--- src/rtl/irq_router_pkg.sv ---
package irq_router_pkg;
  localparam logic [7:0] ADDR_STATUS    = 8'h20;
  localparam logic [7:0] ADDR_EN_SET    = 8'h28;
  localparam logic [7:0] ADDR_EN_CLR    = 8'h2C;
  localparam logic [7:0] ADDR_CORE_BASE = 8'h40;
  localparam int         CORE_STRIDE_W  = 3;    // 8-byte stride between core status words

  typedef enum logic [1:0] {
    RD_NONE,
    RD_ROUTE,
    RD_STATUS,
    RD_CORE
  } rd_sel_e;
endpackage

--- src/rtl/irq_router_decode.sv ---
module irq_router_decode
  import irq_router_pkg::*;
#(
  parameter int N_LINES = 32,
  parameter int N_CORES = 4,
  parameter int ADDR_W  = 8,
  localparam int LINE_W = $clog2(N_LINES),
  localparam int CORE_W = $clog2(N_CORES)
) (
  input  logic              valid_i,
  input  logic              write_i,
  input  logic              size_i,
  input  logic [ADDR_W-1:0] addr_i,
  output logic              route_we_o,
  output logic [LINE_W-1:0] route_idx_o,
  output logic              en_set_o,
  output logic              en_clr_o,
  output logic [N_CORES-1:0] core_we_o,
  output logic [CORE_W-1:0] core_idx_o,
  output rd_sel_e           rd_sel_o
);
  logic              in_route, word_ok, core_hit;
  logic [ADDR_W-1:0] core_off;

  assign in_route    = addr_i < ADDR_W'(N_LINES);
  assign word_ok     = size_i && (addr_i[1:0] == 2'b00) && !in_route;
  assign core_off    = addr_i - ADDR_W'(ADDR_CORE_BASE);
  assign core_hit    = (addr_i >= ADDR_W'(ADDR_CORE_BASE)) && (core_off[CORE_STRIDE_W-1:0] == '0)
                       && (core_off[ADDR_W-1:CORE_STRIDE_W+CORE_W] == '0);
  assign core_idx_o  = core_off[CORE_STRIDE_W +: CORE_W];
  assign route_idx_o = addr_i[LINE_W-1:0];

  assign route_we_o  = valid_i && write_i && !size_i && in_route;
  assign en_set_o    = valid_i && write_i && word_ok && (addr_i == ADDR_W'(ADDR_EN_SET));
  assign en_clr_o    = valid_i && write_i && word_ok && (addr_i == ADDR_W'(ADDR_EN_CLR));

  always_comb begin
    core_we_o = '0;
    if (valid_i && write_i && word_ok && core_hit) core_we_o[core_idx_o] = 1'b1;
  end

  always_comb begin
    rd_sel_o = RD_NONE;
    if (!size_i && in_route)                             rd_sel_o = RD_ROUTE;
    else if (word_ok && addr_i == ADDR_W'(ADDR_STATUS))  rd_sel_o = RD_STATUS;
    else if (word_ok && core_hit)                        rd_sel_o = RD_CORE;
  end
endmodule

--- src/rtl/irq_router_route_map.sv ---
module irq_router_route_map #(
  parameter int N_LINES = 32,
  parameter int N_CORES = 4,
  parameter int N_PINS  = 4,
  localparam int ROUTE_W = N_CORES + N_PINS
) (
  input  logic [N_LINES-1:0][ROUTE_W-1:0] route_i,
  output logic [N_CORES-1:0][N_LINES-1:0] core_mask_o,
  output logic [N_PINS-1:0][N_LINES-1:0]  pin_mask_o
);
  // transpose per-line routing into per-target line masks
  for (genvar l = 0; l < N_LINES; l++) begin : g_line
    for (genvar c = 0; c < N_CORES; c++) begin : g_core
      assign core_mask_o[c][l] = route_i[l][c];
    end
    for (genvar p = 0; p < N_PINS; p++) begin : g_pin
      assign pin_mask_o[p][l] = route_i[l][N_CORES+p];
    end
  end
endmodule

--- src/rtl/irq_router_core_stat.sv ---
module irq_router_core_stat #(
  parameter int N_LINES = 32,
  parameter int N_CORES = 4
) (
  input  logic                            clk_i,
  input  logic                            rst_ni,
  input  logic                            recompute_i,
  input  logic [N_LINES-1:0]              stat_i,
  input  logic [N_CORES-1:0][N_LINES-1:0] core_mask_i,
  input  logic [N_CORES-1:0]              core_we_i,
  input  logic [N_LINES-1:0]              wdata_i,
  output logic [N_CORES-1:0][N_LINES-1:0] core_d_o,
  output logic [N_CORES-1:0][N_LINES-1:0] core_q_o
);
  for (genvar c = 0; c < N_CORES; c++) begin : g_core
    // recompute beats a same-cycle software write
    assign core_d_o[c] = recompute_i  ? (stat_i & core_mask_i[c]) :
                         core_we_i[c] ? wdata_i : core_q_o[c];

    always_ff @(posedge clk_i or negedge rst_ni) begin
      if (!rst_ni) core_q_o[c] <= '0;
      else         core_q_o[c] <= core_d_o[c];
    end
  end
endmodule

--- src/rtl/irq_router.sv ---
module irq_router
  import irq_router_pkg::*;
#(
  parameter int N_LINES = 32,
  parameter int N_CORES = 4,
  parameter int N_PINS  = 4,
  parameter int ADDR_W  = 8,
  localparam int ROUTE_W = N_CORES + N_PINS,
  localparam int N_OUT   = N_CORES * N_PINS,
  localparam int LINE_W  = $clog2(N_LINES),
  localparam int CORE_W  = $clog2(N_CORES)
) (
  input  logic               clk_i,
  input  logic               rst_ni,
  input  logic [N_LINES-1:0] irq_i,
  input  logic               bus_valid_i,
  input  logic               bus_write_i,
  input  logic               bus_size_i,
  input  logic [ADDR_W-1:0]  bus_addr_i,
  input  logic [N_LINES-1:0] bus_wdata_i,
  output logic [N_LINES-1:0] bus_rdata_o,
  output logic [N_OUT-1:0]   irq_o
);
  logic                            route_we, en_set, en_clr, recompute;
  logic [LINE_W-1:0]               route_idx;
  logic [CORE_W-1:0]               core_idx;
  logic [N_CORES-1:0]              core_we;
  rd_sel_e                         rd_sel;
  logic [N_LINES-1:0][ROUTE_W-1:0] route_q, route_d;
  logic [N_LINES-1:0]              en_q, en_d, act_q, stat_d, rd_d;
  logic [N_CORES-1:0][N_LINES-1:0] core_mask, core_d, core_q;
  logic [N_PINS-1:0][N_LINES-1:0]  pin_mask;
  logic [N_PINS-1:0]               pin_any_d;
  logic [N_OUT-1:0]                irq_d;

  irq_router_decode #(.N_LINES(N_LINES), .N_CORES(N_CORES), .ADDR_W(ADDR_W)) u_decode (
    .valid_i(bus_valid_i), .write_i(bus_write_i), .size_i(bus_size_i), .addr_i(bus_addr_i),
    .route_we_o(route_we), .route_idx_o(route_idx), .en_set_o(en_set), .en_clr_o(en_clr),
    .core_we_o(core_we), .core_idx_o(core_idx), .rd_sel_o(rd_sel)
  );

  always_comb begin
    route_d = route_q;
    if (route_we) route_d[route_idx] = bus_wdata_i[ROUTE_W-1:0];
  end

  assign en_d      = (en_q | (en_set ? bus_wdata_i : '0)) & ~(en_clr ? bus_wdata_i : '0);
  assign stat_d    = irq_i & en_d;
  assign recompute = (irq_i != act_q) || (en_d != en_q) || route_we;

  irq_router_route_map #(.N_LINES(N_LINES), .N_CORES(N_CORES), .N_PINS(N_PINS)) u_map (
    .route_i(route_d), .core_mask_o(core_mask), .pin_mask_o(pin_mask)
  );

  irq_router_core_stat #(.N_LINES(N_LINES), .N_CORES(N_CORES)) u_core (
    .clk_i(clk_i), .rst_ni(rst_ni), .recompute_i(recompute), .stat_i(stat_d),
    .core_mask_i(core_mask), .core_we_i(core_we), .wdata_i(bus_wdata_i),
    .core_d_o(core_d), .core_q_o(core_q)
  );

  for (genvar p = 0; p < N_PINS; p++) begin : g_pin
    assign pin_any_d[p] = |(stat_d & pin_mask[p]);
    for (genvar c = 0; c < N_CORES; c++) begin : g_core
      assign irq_d[c*N_PINS+p] = (|core_d[c]) && pin_any_d[p];
    end
  end

  always_comb begin
    rd_d = '0;
    unique case (rd_sel)
      RD_ROUTE:  rd_d = {{(N_LINES-ROUTE_W){1'b0}}, route_q[route_idx]};
      RD_STATUS: rd_d = act_q & en_q;
      RD_CORE:   rd_d = core_q[core_idx];
      default:   rd_d = '0;
    endcase
  end

  always_ff @(posedge clk_i or negedge rst_ni) begin
    if (!rst_ni) begin
      route_q     <= '0;
      en_q        <= '0;
      act_q       <= '0;
      irq_o       <= '0;
      bus_rdata_o <= '0;
    end else begin
      route_q <= route_d;
      en_q    <= en_d;
      act_q   <= irq_i;
      irq_o   <= irq_d;
      if (bus_valid_i && !bus_write_i) bus_rdata_o <= rd_d;
    end
  end
endmodule

--- config.mk ---
export PLATFORM = sky130hd
export DESIGN_NAME = irq_router
export DESIGN_NICKNAME = d
export VERILOG_FILES = /design/src/rtl/irq_router_pkg.sv /design/src/rtl/irq_router_decode.sv /design/src/rtl/irq_router_route_map.sv /design/src/rtl/irq_router_core_stat.sv /design/src/rtl/irq_router.sv
export SDC_FILE = /design/constraint.sdc
export NUM_CORES = 1
export LEC_CHECK = 0
export BUFFER_PORTS_ARGS = -buffer_cell sky130_fd_sc_hd__buf_4
export CAP_MARGIN = 20
export CORE_ASPECT_RATIO = 1.1
export CORE_MARGIN = 10
export CORE_UTILIZATION = 50
export CTS_BUF_LIST = sky130_fd_sc_hd__clkbuf_16
export CTS_CLUSTER_SIZE = 14
export DETAILED_ROUTE_END_ITERATION = 7
export PLACE_DENSITY_LB_ADDON = 0.05
export SLEW_MARGIN = 5
export SYNTH_ARGS = -nofsm -noshare
export SYNTH_HDL_FRONTEND = slang
export SYNTH_SLANG_ARGS = --single-unit
--- constraint.sdc ---
create_clock -name clk_i -period 2.3 [get_ports clk_i]
set_input_delay 0.345 -clock clk_i [delete_from_list [all_inputs] [get_ports clk_i]]
set_output_delay 0.345 -clock clk_i [all_outputs]
set_load 0.005 [all_outputs]
==> flow_metrics.env <==
export IMPL_status="finished, violations left"
export IMPL_ios=125
export IMPL_slew_viol_final=0
export IMPL_grtUsageTotal=0.464
export IMPL_dieArea_mm2=0.0653
export IMPL_synthFlopType="dfrtp_1"
export IMPL_grt_antenna_before_repair=4
export IMPL_p_leak_nw=19.8
export IMPL_skew_ns=0.0222
export IMPL_ys_types=77
export IMPL_synth_async_sr_flop_share=1.00
export IMPL_gp_congestion=1.08
export IMPL_grt_max_degree=85
export IMPL_viasPerCell=7.25
export IMPL_area_delta_synth_final_pct=58.3
export IMPL_hp_class="in -> reg"
export IMPL_cts_root_buf="clkbuf_16"
export IMPL_grt_pass1_wl_mm=220
export IMPL_p_per_area_mw_per_mm2=501
export IMPL_final_area_mm2=0.0439
export IMPL_fin_setup_tns_ns=-66.69
export IMPL_avgSynthCellArea_um2=11.0
export IMPL_rsz0062_at_grt="true"
export IMPL_clock_path_buffers=3
export IMPL_hold_ws_ns=0.104
export IMPL_critical_path_required_ns=2.83
export IMPL_yosys_register_bits=496
export IMPL_endpoint_kind="flip-flop"
export IMPL_syn_nets=2593
export IMPL_cts_sinks=496
export IMPL_path_class="in -> reg"
export IMPL_total_power_w=0.0220
export IMPL_cap_viol_max_count=0
export IMPL_worstSkewPairLatency_ns=0.65
export IMPL_slew_headroom=0.262
export IMPL_wirelength_mm=160
export IMPL_cts_tree="yes"
export IMPL_setup_viol=146
export IMPL_nFillCells=3094
export IMPL_final_common_cell="buf_4"
export IMPL_clkTransAtPathRegs_ns=0.07
export IMPL_multi_input_area_mm2=0.0171
export IMPL_drt_iter0_markers=4467
export IMPL_die_y_um=267
export IMPL_layout_common_cells="buf_4, dfrtp_1, nand2_1, mux2i_1, nand4_1"
export IMPL_h_tree_depth=2
export IMPL_drt_pass1_iter_count=8
export IMPL_regArea_mm2=0.0124
export IMPL_die_x_um=245
export IMPL_arrival_ns=3.48
export IMPL_overflow=0
export IMPL_fmax_mhz=338
export IMPL_antenna_left=0
export IMPL_violations="setup timing"
export IMPL_synth_edf_count=0
export IMPL_fin_ws_ns=-0.659
export IMPL_drc_errors=0
export IMPL_crit_path_start_kind="input port"
export IMPL_period_share=1.29
export IMPL_synth_cells=2515
export IMPL_start_util=0.506
export IMPL_hold_violations=0
export IMPL_drive_gt1_frac=0.557
export IMPL_core_rowCount=90
export IMPL_post_dp_cell_area_mm2=0.0375
export IMPL_io_buffer_count=124
export IMPL_worst_slew_pin_slew_ns=1.10
export IMPL_numCtsBuffers=55
export IMPL_grt_pass1_vias=30900
export IMPL_path_max_fanout=6
export IMPL_ys_warn_count=0
export IMPL_wl_per_cell_um=36.9
export IMPL_post_dp_hpwl_mm=111
export IMPL_ys_seq_area_frac=0.448
export IMPL_coreArea_mm2=0.0548
export IMPL_nNetsFinal=3631
export IMPL_synth_area_mm2=0.0277
export IMPL_vias=31400
export IMPL_ir_worst_vdd_v=0.000614
export IMPL_fin_crit_ns=2.96
export IMPL_num_antenna_cells=0
==> report_power, final <==
part | switching, W | internal (W) | leakage, nW
clock | 0.00422 | 0.00617 | 1.02
combinational | 0.00163 | 0.00104 | 11.9
sequential | 0.0000977 | 0.00883 | 6.82
total | 0.00594 | 0.0160 | 19.8
==> final cells by class <==
type                       instances  area share
multi-input combinational       1730       0.390
sequential                       496       0.283
timing repair buffer            1231       0.256
clock buffer                      57      0.0325
tap                              736      0.0210
clock inverter                    46      0.0140
inverter                          39     0.00391
==> worst max-delay path, cell delays in order <==
cell and delay [ns]:
buf_8 0.11, clkinv_8 0.04, ha_4 0.15, or3b_4 0.47, buf_12 0.19, buf_12 0.13
nor3_4 0.16, buf_6 0.17, mux2_4 0.31, a222oi_1 0.42, nand4_1 0.21, buf_6 0.19
nor4b_4 0.32, buf_6 0.19, nor3_2 0.05
==> per-stage QoR <==
step / worst slack (ns) / util / cells
after floorplan: -0.716 / - / 2515
after global placement: -1.72 / 0.683 / 4113
after detailed placement: -1.40 / 0.683 / 4115
after CTS: -0.599 / 0.778 / 4320
after global routing: -0.707 / 0.800 / 4335
final: -0.659 / 0.800 / 4335
==> cell usage after synthesis (7+ instances only) <==
cell | number | area share
dfrtp_1 | 496 | 0.45
nand2_1 | 222 | 0.030
o21ai_0 | 166 | 0.030
mux2_2 | 161 | 0.065
clkbuf_1 | 152 | 0.021
mux2i_1 | 149 | 0.054
nand4_1 | 138 | 0.031
mux4_2 | 96 | 0.078
o31ai_1 | 93 | 0.025
nand3_1 | 80 | 0.014
a211oi_1 | 60 | 0.016
a22oi_1 | 60 | 0.016
nor4_1 | 59 | 0.013
buf_2 | 54 | 0.0097
a21oi_1 | 42 | 0.0076
inv_1 | 39 | 0.0053
nor2_1 | 39 | 0.0053
a2111oi_0 | 37 | 0.012
nor3_1 | 37 | 0.0067
xor2_1 | 30 | 0.0095
a32oi_1 | 28 | 0.0088
a22o_1 | 26 | 0.0082
buf_1 | 24 | 0.0032
a41oi_1 | 21 | 0.0066
buf_6 | 18 | 0.0073
a221oi_1 | 17 | 0.0054
a31oi_1 | 12 | 0.0027
o22ai_1 | 12 | 0.0027
nor3_2 | 11 | 0.0040
o31ai_2 | 11 | 0.0050
o41ai_2 | 11 | 0.0065
nor4_2 | 7 | 0.0032
==> repair_timing <==
action,CTS,global route
endpoints found under the hold margin,68,0
pin swaps,94,59
resized for setup,560,270
cloned,27,1
hold buffers,33,0
buffers inserted,49,36
setup endpoints to repair,151,150
==> routing by layer <==
metal | vias to the layer above | GRT usage | wire (um)
met2 | 3030 | 0.676 | 67000
met4 | 4 | 0.314 | 15200
li1 | 12000 | - | -
met5 | - | 0.000772 | 29
met3 | 873 | 0.157 | 23100
met1 | 15500 | 0.575 | 54900
==> path summary, 6_finish.rpt <==
path | cells past startpoint | slack [ns] | to | start
max | 15 | -0.66 | irq_o[6] | bus_addr_i[6]
min | 3 | 0.10 | en_q[29] | bus_wdata_i[29]
max reg2reg | 12 | -0.57 | irq_o[11] | act_q[7]
min reg2reg | 2 | 0.48 | bus_rdata_o[30] | bus_rdata_o[30]
max in group asynchronous | 3 | 1.08 | route_q[133] | rst_ni
min in group asynchronous | 2 | 0.28 | en_q[18] | rst_ni
==> kinds of logic (layout without fill, tap and decap cells) <==
kind of cell | count (synthesis) | count (layout) | synth area share
AOI/OAI and AO/OA | 637 | 637 | 0.169
xor gates and xnor gates | 32 | 32 | 0.0101
adders and majority gates | 1 | 1 | 0.000451
buffers and inverters | 289 | 1373 | 0.0467
DFF | 496 | 496 | 0.448
muxes | 406 | 406 | 0.197
and+or+nand+nor | 654 | 654 | 0.129
==> state kept, by name, summed over array words and instances (netlist names) <==
name / flops
act_q: 32
en_q: 32
u_core.core_q_o: 128
bus_rdata_o: 32
route_q: 256
irq_o: 16
Note: power is estimated with default switching activity, not from simulation.
